[src/rtl/pic_vec_pkg.sv]
`timescale 1ns/1ps
package pic_vec_pkg;

    // Position of the start flag in an even-port byte
    localparam int unsigned CMD_START_BIT = 4;
    // Position of the end-of-interrupt flag in an even-port byte
    localparam int unsigned CMD_EOI_BIT   = 5;

    typedef enum logic [2:0] {
        SEQ_IDLE,
        SEQ_WANT_BASE,
        SEQ_WANT_CASC,
        SEQ_WANT_LAST,
        SEQ_READY
    } seq_state_e;

    typedef enum logic [1:0] {
        ACK_IDLE,
        ACK_WAIT2,
        ACK_DRIVE
    } ack_phase_e;

endpackage

[src/rtl/pic_init_seq.sv]
`timescale 1ns/1ps
module pic_init_seq
    import pic_vec_pkg::*;
#(
    parameter int unsigned VEC_W  = 8,
    parameter int unsigned CODE_W = 3
) (
    input  logic                    clk,
    input  logic                    rst_n,
    input  logic                    wr_en,
    input  logic                    wr_port,
    input  logic [VEC_W-1:0]        wr_data,
    output logic                    init_start,
    output logic                    eoi_cmd,
    output logic                    armed,
    output logic [VEC_W-CODE_W-1:0] base
);

    localparam int unsigned BASE_W = VEC_W - CODE_W;

    typedef struct packed {
        seq_state_e        st;
        logic [BASE_W-1:0] base;
    } seq_t;

    seq_t q, d;

    // Bits of the written byte that no register keeps
    logic seq_unused_bits;
    assign seq_unused_bits = ^wr_data[CODE_W-1:0];

    always_comb begin
        d          = q;
        init_start = wr_en && !wr_port && wr_data[CMD_START_BIT];
        eoi_cmd    = wr_en && !wr_port && !wr_data[CMD_START_BIT]
                     && wr_data[CMD_EOI_BIT] && (q.st == SEQ_READY);
        if (init_start) begin
            d.st = SEQ_WANT_BASE;
        end else if (wr_en && wr_port) begin
            unique case (q.st)
                SEQ_WANT_BASE: begin
                    d.base = wr_data[VEC_W-1:CODE_W];
                    d.st   = SEQ_WANT_CASC;
                end
                SEQ_WANT_CASC: d.st = SEQ_WANT_LAST;
                SEQ_WANT_LAST: d.st = SEQ_READY;
                default:       d.st = q.st;
            endcase
        end
    end

    always_ff @(posedge clk or negedge rst_n) begin
        if (!rst_n) begin
            q.st   <= SEQ_IDLE;
            q.base <= '0;
        end else begin
            q <= d;
        end
    end

    assign armed = (q.st == SEQ_READY);
    assign base  = q.base;

endmodule

[src/rtl/pic_req_latch.sv]
`timescale 1ns/1ps
module pic_req_latch #(
    parameter int unsigned N_LINES = 8
) (
    input  logic               clk,
    input  logic               rst_n,
    input  logic [N_LINES-1:0] irq_in,
    input  logic [N_LINES-1:0] lvl_sel,
    input  logic               clr_all,
    input  logic [N_LINES-1:0] clr_one,
    output logic [N_LINES-1:0] pending
);

    for (genvar i = 0; i < N_LINES; i++) begin : g_line
        logic edge_d, edge_q;
        logic prev_d, prev_q;

        always_comb begin
            prev_d = irq_in[i];
            edge_d = edge_q;
            if (irq_in[i] && !prev_q && !lvl_sel[i]) begin
                edge_d = 1'b1;
            end
            if (clr_all || clr_one[i]) begin
                edge_d = 1'b0;
            end
        end

        always_ff @(posedge clk or negedge rst_n) begin
            if (!rst_n) begin
                edge_q <= 1'b0;
                prev_q <= 1'b0;
            end else begin
                edge_q <= edge_d;
                prev_q <= prev_d;
            end
        end

        assign pending[i] = lvl_sel[i] ? irq_in[i] : edge_q;
    end

endmodule

[src/rtl/pic_prio_pick.sv]
`timescale 1ns/1ps
module pic_prio_pick #(
    parameter int unsigned N_LINES = 8,
    parameter int unsigned IDX_W   = $clog2(N_LINES)
) (
    input  logic [N_LINES-1:0] vec,
    output logic               any,
    output logic [IDX_W-1:0]   idx
);

    // Lowest set bit wins
    always_comb begin
        any = 1'b0;
        idx = '0;
        for (int i = N_LINES - 1; i >= 0; i--) begin
            if (vec[i]) begin
                any = 1'b1;
                idx = IDX_W'(i);
            end
        end
    end

endmodule

[src/rtl/pic_vector_gen.sv]
`timescale 1ns/1ps
module pic_vector_gen
    import pic_vec_pkg::*;
#(
    parameter int unsigned N_LINES = 8,
    parameter int unsigned VEC_W   = 8
) (
    input  logic               clk,
    input  logic               rst_n,
    input  logic               wr_en,
    input  logic               wr_port,
    input  logic [VEC_W-1:0]   wr_data,
    input  logic [N_LINES-1:0] irq_in,
    input  logic [N_LINES-1:0] lvl_sel,
    input  logic               ack,
    output logic               int_req,
    output logic               vec_oe,
    output logic [VEC_W-1:0]   vec_out,
    output logic               armed
);

    localparam int unsigned CODE_W = $clog2(N_LINES);
    localparam int unsigned BASE_W = VEC_W - CODE_W;

    typedef struct packed {
        logic               ack_q;
        ack_phase_e         phase;
        logic [CODE_W-1:0]  code;
        logic [N_LINES-1:0] isr;
        logic               oe;
        logic [VEC_W-1:0]   vec;
    } ctl_t;

    ctl_t q, d;

    logic               init_start;
    logic               eoi_cmd;
    logic [BASE_W-1:0]  base;
    logic [N_LINES-1:0] pending;
    logic [N_LINES-1:0] clr_one;
    logic               req_any;
    logic [CODE_W-1:0]  req_idx;
    logic               isr_any;
    logic [CODE_W-1:0]  isr_idx;
    logic               eligible;
    logic               ack_rise;

    pic_init_seq #(
        .VEC_W  (VEC_W),
        .CODE_W (CODE_W)
    ) u_seq (
        .clk        (clk),
        .rst_n      (rst_n),
        .wr_en      (wr_en),
        .wr_port    (wr_port),
        .wr_data    (wr_data),
        .init_start (init_start),
        .eoi_cmd    (eoi_cmd),
        .armed      (armed),
        .base       (base)
    );

    pic_req_latch #(
        .N_LINES (N_LINES)
    ) u_req (
        .clk     (clk),
        .rst_n   (rst_n),
        .irq_in  (irq_in),
        .lvl_sel (lvl_sel),
        .clr_all (init_start),
        .clr_one (clr_one),
        .pending (pending)
    );

    pic_prio_pick #(
        .N_LINES (N_LINES),
        .IDX_W   (CODE_W)
    ) u_pick_req (
        .vec (pending),
        .any (req_any),
        .idx (req_idx)
    );

    pic_prio_pick #(
        .N_LINES (N_LINES),
        .IDX_W   (CODE_W)
    ) u_pick_isr (
        .vec (q.isr),
        .any (isr_any),
        .idx (isr_idx)
    );

    assign eligible = req_any && (!isr_any || (req_idx < isr_idx));
    assign ack_rise = ack && !q.ack_q;
    assign int_req  = armed && eligible;

    always_comb begin
        d       = q;
        clr_one = '0;
        d.ack_q = ack;
        if (init_start) begin
            d.phase = ACK_IDLE;
            d.isr   = '0;
            d.oe    = 1'b0;
            d.vec   = '0;
        end else begin
            if (eoi_cmd && isr_any) begin
                d.isr[isr_idx] = 1'b0;
            end
            unique case (q.phase)
                ACK_IDLE: begin
                    if (armed && ack_rise) begin
                        d.phase = ACK_WAIT2;
                        if (eligible) begin
                            d.code           = req_idx;
                            d.isr[req_idx]   = 1'b1;
                            clr_one[req_idx] = 1'b1;
                        end else begin
                            d.code = '1;
                        end
                    end
                end
                ACK_WAIT2: begin
                    if (ack_rise) begin
                        d.phase = ACK_DRIVE;
                        d.oe    = 1'b1;
                        d.vec   = {base, q.code};
                    end
                end
                ACK_DRIVE: begin
                    if (!ack) begin
                        d.phase = ACK_IDLE;
                        d.oe    = 1'b0;
                        d.vec   = '0;
                    end
                end
                default: d.phase = ACK_IDLE;
            endcase
        end
    end

    always_ff @(posedge clk or negedge rst_n) begin
        if (!rst_n) begin
            q.ack_q <= 1'b0;
            q.phase <= ACK_IDLE;
            q.code  <= '0;
            q.isr   <= '0;
            q.oe    <= 1'b0;
            q.vec   <= '0;
        end else begin
            q <= d;
        end
    end

    assign vec_oe  = q.oe;
    assign vec_out = q.vec;

endmodule

[config.mk]
export PLATFORM = sky130hd
export DESIGN_NAME = pic_vector_gen
export DESIGN_NICKNAME = d
export VERILOG_FILES = /design/src/rtl/pic_vec_pkg.sv /design/src/rtl/pic_init_seq.sv /design/src/rtl/pic_req_latch.sv /design/src/rtl/pic_prio_pick.sv /design/src/rtl/pic_vector_gen.sv
export SDC_FILE = /design/constraint.sdc
export NUM_CORES = 1
export LEC_CHECK = 0
export CAP_MARGIN = 20
export CORE_UTILIZATION = 30
export DETAILED_ROUTE_END_ITERATION = 10
export GPL_TIMING_DRIVEN = 0
export PLACE_DENSITY = 0.49
export RECOVER_POWER = 25
export SETUP_SLACK_MARGIN = 0.3
export SYNTH_ARGS = -nofsm -noshare
export SYNTH_HDL_FRONTEND = slang
export SYNTH_SLANG_ARGS = --single-unit
[constraint.sdc]
create_clock -name clk -period 3.15 [get_ports clk]
set_input_delay 0.315 -clock clk [delete_from_list [all_inputs] [get_ports clk]]
set_output_delay 0.315 -clock clk [all_outputs]
set_load 0.01 [all_outputs]
==> results of run 1 <==
==> worst max-delay path, stage by stage <==
cell           delay [ns]
dlygate4sd3_1        0.58
mux2i_2              0.25
and2_4               0.21
a21oi_2              0.05
ha_1                 0.29
a21o_1               0.20
a21oi_2              0.15
a21o_1               0.16
nor3b_4              0.19
buf_2                0.16
==> cell usage in the layout, fill, tap and decap left out, types with 2 or more instances in the layout <==
master / instances
dfrtp_1: 47
buf_4: 20
nor2_1: 18
clkdlybuf4s50_1: 16
nand2_1: 14
a21oi_1: 14
o21ai_0: 11
a22o_1: 8
nor3_1: 7
clkbuf_1: 7
o22ai_1: 7
nand2b_1: 6
clkbuf_8: 6
mux2i_2: 5
a21o_1: 5
mux2_2: 5
a211oi_1: 5
dlymetal6s2s_1: 5
clkdlybuf4s25_1: 5
nor3b_1: 4
o21a_1: 3
inv_1: 3
nor2b_1: 3
a31oi_1: 3
dlygate4sd3_1: 3
dlygate4sd2_1: 3
nor4_4: 2
and2_4: 2
mux2i_4: 2
a21oi_2: 2
o41ai_1: 2
buf_2: 2
nor4_1: 2
and3_1: 2
ha_1: 2
==> power groups by stage <==
| stage | Clock (mW) | Combinational [mW] | Sequential, mW |
|---|---|---|---|
| after floorplan | 0 | 0.239 | 0.770 |
| after global placement | 0 | 0.359 | 0.783 |
| after detailed placement | 0 | 0.364 | 0.785 |
| after CTS | 0.474 | 0.415 | 0.775 |
| after global routing | 0.496 | 0.467 | 0.794 |
| final | 0.452 | 0.422 | 0.776 |
==> logic make-up (layout without fill, tap and decap cells) <==
kind of cell,after synthesis,count (layout),synth area share [%]
DFF,47,47,51.3
adders and majority gates,2,2,1.09
muxes,13,13,6.00
and+or+nand+nor,76,76,18.7
AOI/OAI and AO/OA,66,66,18.8
buffers and inverters,17,74,4.14
==> layout make-up <==
class | count | area, µm² | share of cell area (%)
plain buffers | 14 | 85.1 | 2.74
flip-flops and latches | 47 | 1180 | 37.9
repair buffers | 49 | 455 | 14.7
inverters | 3 | 11.3 | 0.363
well taps | 99 | 124 | 3.99
clock inverters | 2 | 35.0 | 1.13
multi-input cells | 157 | 1130 | 36.5
clock buffers | 6 | 82.6 | 2.66
==> path summary, 6_finish.rpt <==
check / from / end / slack (ns) / cells past startpoint
worst max-delay path: irq_in[5] / int_req / 0.27 / 10
worst min-delay path: irq_in[0] / u_req.g_line[0].prev_q / 0.19 / 1
worst max register to register: u_req.g_line[6].edge_q / q[15] / 0.79 / 10
worst min register to register: q[21] / q[20] / 0.48 / 1
max in group asynchronous: rst_n / vec_out[4] / 1.70 / 3
min in group asynchronous: rst_n / u_req.g_line[5].prev_q / 0.74 / 2
==> sequential cells by signal, summed over array words and instances (netlist names) <==
name	cells
q	14
u_req.g_line.edge_q	8
u_req.g_line.prev_q	8
vec_out	8
u_seq.base	5
u_seq.q	3
vec_oe	1
==> routing by layer <==
| layer | vias to the layer above | routed length, µm | global-route usage, % | share of wire, % |
|---|---|---|---|---|
| met2 | 23 | 2330 | 21.1 | 46 |
| met3 | 5 | 106 | 2.49 | 2.1 |
| met5 | - | 0 | 0 | 0 |
| met1 | 861 | 2610 | 19.6 | 51 |
| li1 | 920 | - | - | - |
| met4 | 0 | 69 | 3.90 | 1.3 |
==> timing repair <==
item / CTS / global route
setup endpoints to repair: 12 / 1
endpoints found under the hold margin: 18 / 0
pin swaps: 3 / 3
gates resized for setup: 25 / 19
hold buffers: 1 / 0
setup buffers: 10 / 2
cloned: 0 / 0
==> through the flow <==
step                cells  instance area [µm²]  utilization, %
floorplan             221                 2290               -
global placement      355                 2770            37.8
detailed placement    356                 2780            38.0
CTS                   375                 3060            41.7
global route          377                 3100            42.3
finish                377                 3100            42.3
==> out/metrics.csv, run 1 <==
stage;metric;value;unit
clock_network;CTS Buf Count;5;
yosys;Yosys warning count;0;
drt;post-route ant nets;0;
placed_design;# port buffers;35;
yosys;syn avg cell area;10.4;µm²
sta;slew margin rel.;24.8;%
clock_network;CTS tree;yes;
sta;Hold WS;0.194;ns
finish;filler cell count;703;
grt;Overflow after GRT;0;
yosys;Cell variety after synth;44;
power;Clk pwr share;27.4;%
yosys;Async S/R FF share, synth;100;%
job;max-capacitance violation count;0;
setup_path;startpoint types;input pin;
placed_design;RD Place Congestion;0.847;
sta;endpoints failing setup;0;
yosys;most common library cells after synthesis;dfrtp_1, nor2_1, a21oi_1;
clock_network;CTS max path bufs;2;
floorplanning;row count;31;
power;P_sw;0.461;mW
placed_design;dpl hpwl;3.70;mm
sta;worst setup slack after layout;0.274;ns
yosys;Yosys reg bits;47;
setup_path;Setup crit end kind;output pin;
drt;initial DRC count;48;
sta;fmax;0.348;GHz
power;power share of the sequential group;47.0;%
power;Net Sw Frac;27.9;%
power;cell internal pwr;1.19;mW
power;Static Leak;1.36;nW
clock_network;CTS H-tree depth;2;
yosys;synthesized instance count;221;
sta;Final Cycle Share;91.3;%
power;Pwr Density;532;mW/mm²
setup_path;critical setup path kind;in -> out;
floorplanning;Die X;89.5;µm
power;Design Power;1.65;mW
drt;post-DR wirelength/cell;13.6;µm
drt;drt drc;0;
power;logic gate share of total power;25.6;%
yosys;syn_nets;252;
yosys;ys flop type;dfrtp_1;
finish;layout cell share with drive strength beyond 1;22.3;%
sta;measured slew at the worst slew-check pin;1.12;ns
grt;initial antenna violation count;0;
grt;first-pass GRT wire length;8.27;mm
status;status;finished clean;
worst_hold_path;Hold/Removal Path Class;in -> reg;
yosys;number of synthesized flops with an enable pin;0;
power;VDD IR max;0.219;mV
setup_path;CP required;2.83;ns
drt;vias;1809;
sta;Worst Clk Skew;0.00635;ns
floorplanning;die footprint;0.00800;mm²
yosys;Syn Std Cell Area;0.00229;mm²
sta;fin crit period;2.88;ns
floorplanning;die height;89.5;µm
floorplanning;num ports;40;
yosys;sequential share of the synthesized area;51.3;%
clock_network;Clock Pin Slew Worst Setup and Hold Paths;0.08;ns
yosys;main area contributors after synthesis;dfrtp_1, a21oi_1, a22o_1, mux2i_1, nor2_1;
yosys;count leader, synth;dfrtp_1;
clock_network;Root Buffer;clkbuf_8;
grt;GR Util All Layers;13.7;%
sta;Final TNS setup;0;ns
drt;drt first pass iters;4;
setup_path;Worst Path Max Fanout;3;
placed_design;Place WS;-0.821;ns
floorplanning;Starting Density;31.3;%
clock_network;total clock sinks;47;
sta;RSZ-0062 raised after global routing;false;
drt;routed wire length;5.11;mm
grt;largest net degree at the start of global routing;30;
clock_network;Clock Latency Late Sink;0.30;ns
yosys;post-synth top area cell;dfrtp_1;
finish;Layout area overhead;35.2;%
sta;Final Hold Viols;0;
drt;Via density;4.80;
floorplanning;core area;0.00733;mm²
grt;vias in the first global route;1722;
setup_path;Worst EP arrival;2.56;ns
sta;Final Slew Violations;0;
finish;Final nets;308;
yosys;post-synth top area share;51.3;%
finish;antenna diode count;0;
No activity file was read; power rests on OpenSTA's default activity.
==> run 2: changes to the inputs <==
ABC_AREA = 0   (was unset)
==> results of run 2 <==
Final layout, timing and power as in run 1 (identical DEF).
==> run 3: changes to the inputs <==
CORE_UTILIZATION = 52   (was 30)
PLACE_DENSITY = 0.78   (was 0.49)
==> run 3 against run 2 <==
Effect of this change: cell count fell by 12%; setup slack worse by 0.12 ns; sequential cell count stayed put; design area shrank 1.3%; clock-buffer cell count down 1; non-clock buffer count grew 3; critical endpoint unchanged; largest cell class unchanged; hold slack gained 0.16 ns; clock skew increased by 0.0011 ns; maximum frequency decreased by 4.1%; sequential share of layout area up 0.50 points.
==> out/metrics.csv, run 3 (synthesis results as in run 1) <==
stage;metric;value;unit;change
status;status;finished clean;;
floorplanning;Starting Density;55.8;%;+24 points
placed_design;RD Place Congestion;0.874;;+3.1%
finish;fin util;74.4;%;+32 points
drt;post-route ant nets;0;;unchanged
setup_path;startpoint types;input pin;;
clock_network;Clock Pin Slew Worst Setup and Hold Paths;0.08;ns;about the same
finish;filler cell count;292;;-58%
grt;first-pass GRT wire length;8.15;mm;-1.5%
clock_network;Root Buffer;clkbuf_8;;
setup_path;Worst EP arrival;2.68;ns;+0.12 ns
sta;endpoints failing setup;0;;unchanged
grt;GR Util All Layers;24.0;%;+10 points
placed_design;# port buffers;35;;unchanged
drt;drt drc;0;;unchanged
clock_network;Clock Latency Late Sink;0.31;ns;about the same
grt;initial antenna violation count;0;;unchanged
setup_path;Reg2Reg Launch Point;u_req.g_line[1].edge_q;;
sta;Final Slew Violations;0;;unchanged
power;VDD IR max;0.360;mV;+64%
finish;Largest register FFs;14;;unchanged
sta;slew margin rel.;26.6;%;+1.8 points
floorplanning;die height;68.4;µm;-24%
sta;fin crit period;3.00;ns;+0.123 ns
finish;Finished Layout Cells;331;;-12%
power;Pwr Density;566;mW/mm²;+6.4%
drt;post-DR wirelength/cell;15.9;µm;+17%
placed_design;dpl hpwl;3.40;mm;-8.1%
setup_path;CP required;2.83;ns;about the same
finish;antenna diode count;0;;unchanged
sta;fmax;0.333;GHz;-4.1%
drt;initial DRC count;136;;+180%
finish;Layout area overhead;33.5;%;
job;max-capacitance violation count;0;;unchanged
floorplanning;Die X;68.4;µm;-24%
grt;Overflow after GRT;0;;unchanged
placed_design;Area after DPL;0.00272;mm²;-2.2%
finish;post-route cell area;0.00306;mm²;-1.3%
sta;measured slew at the worst slew-check pin;1.10;ns;-0.0182 ns
floorplanning;die footprint;0.00468;mm²;-41%
clock_network;CTS max path bufs;2;;unchanged
sta;Final Cycle Share;95.2;%;+3.9 points
clock_network;total clock sinks;47;;unchanged
clock_network;CTS H-tree depth;2;;unchanged
grt;vias in the first global route;1796;;+4.3%
drt;drt first pass iters;5;;+1
grt;largest net degree at the start of global routing;30;;unchanged
sta;Final Hold Viols;0;;unchanged
floorplanning;num ports;40;;unchanged
clock_network;CTS tree;yes;;
finish;most frequent cells in the layout;dfrtp_1, buf_4, nor2_1;;
sta;Worst Clk Skew;0.00745;ns;+0.00110 ns
placed_design;Placed Cells;307;;-14%
sta;RSZ-0062 raised after global routing;false;;
sta;Hold WS;0.356;ns;+0.162 ns
setup_path;CP Launch Point;irq_in[1];;
setup_path;critical setup path kind;in -> out;;
power;Static Leak;1.39;nW;+2.1%
setup_path;Setup crit end kind;output pin;;
finish;Final nets;311;;+0.97%
worst_hold_path;Hold/Removal Path Class;in -> reg;;
drt;routed wire length;5.26;mm;+2.8%
setup_path;Worst R2R Setup Slack;0.74;ns;-0.05 ns
drt;vias;1918;;+6.0%
floorplanning;core area;0.00412;mm²;-44%
drt;Via density;5.79;;+21%
finish;layout cell share with drive strength beyond 1;22.1;%;-0.24 points
clock_network;CTS Buf Count;5;;unchanged
floorplanning;row count;23;;-26%
finish;leading cell type in the layout, fill and taps excluded;dfrtp_1;;
finish;Largest Register;q;;
worst_hold_path;worst hold path startpoint;irq_in[3];;
setup_path;Worst Path Max Fanout;3;;unchanged
power;Design Power;1.73;mW;+5.0%
run 3: cell count changes in the layout (fill, tap and decap cells not counted), sizes merged:
cell / before / now
dlymetal6s2s: 5 / 7
bufinv: 1 / 2
dlygate4sd3: 3 / 9
dlygate4sd2: 3 / 1
buf: 23 / 25
clkdlybuf4s25: 5 / 1
clkinv: 1 / 0
clkinvlp: 0 / 1
clkbuf: 14 / 12
run 3: layout make-up:
type,instances,area [µm²],area share (%)
sequential,47,1180,38.4
multi-input combinational,157,1090,35.7
timing repair buffer,52,498,16.3
buffer,14,83.8,2.74
clock buffer,5,68.8,2.25
clock inverter,3,67.6,2.21
tap,50,62.6,2.04
inverter,3,11.3,0.368
run 3: critical path: stages:
cell and delay (ns):
dlygate4sd3_1 0.58, mux2i_2 0.34, nand4_1 0.24, a21oi_1 0.18, ha_1 0.26, a21o_1 0.19, a21oi_2 0.12, a21o_1 0.15
nor3b_2 0.15, buf_2 0.15
run 3: final timing paths:
| path | end | depth (start not counted) |
|---|---|---|
| setup reg to reg | q[13] | 9 |
| max in group asynchronous | u_req.g_line[3].prev_q | 3 |
| hold reg to reg | vec_out[5] | 1 |
| setup / recovery | int_req | 10 |
| min in group asynchronous | u_seq.q[5] | 2 |
| hold / removal | u_req.g_line[3].prev_q | 1 |
run 3: stage by stage:
step / setup slack (ns) / TNS, ns
3_3_place_gp: -0.616 / -0.616
4_1_cts: 0.301 / 0
6_report: 0.151 / 0
3_5_place_dp: -0.631 / -0.631
5_1_grt: 0.122 / 0
2_1_floorplan: 0.544 / 0
run 3: what timing repair did:
action                     CTS  global route
pin swaps                    2             3
hold buffers                 1             0
buffers inserted             8             6
hold endpoints to repair    18             0
gates resized for setup     18            13
setup endpoints to repair    1             1
run 3: where the power goes:
part	leakage (nW)	internal, mW	switching [mW]
Combinational	0.731	0.227	0.202
Sequential	0.598	0.706	0.0744
Clock	0.0644	0.316	0.208
run 3: layer usage:
| layer | track usage (%) | up-vias | part of all wire (%) |
|---|---|---|---|
| met5 | 0 | - | 0 |
| met4 | 9.64 | 0 | 2.8 |
| met3 | 5.50 | 19 | 5.7 |
| met2 | 38.2 | 77 | 47 |
| met1 | 31.5 | 902 | 44 |
| li1 | - | 920 | - |
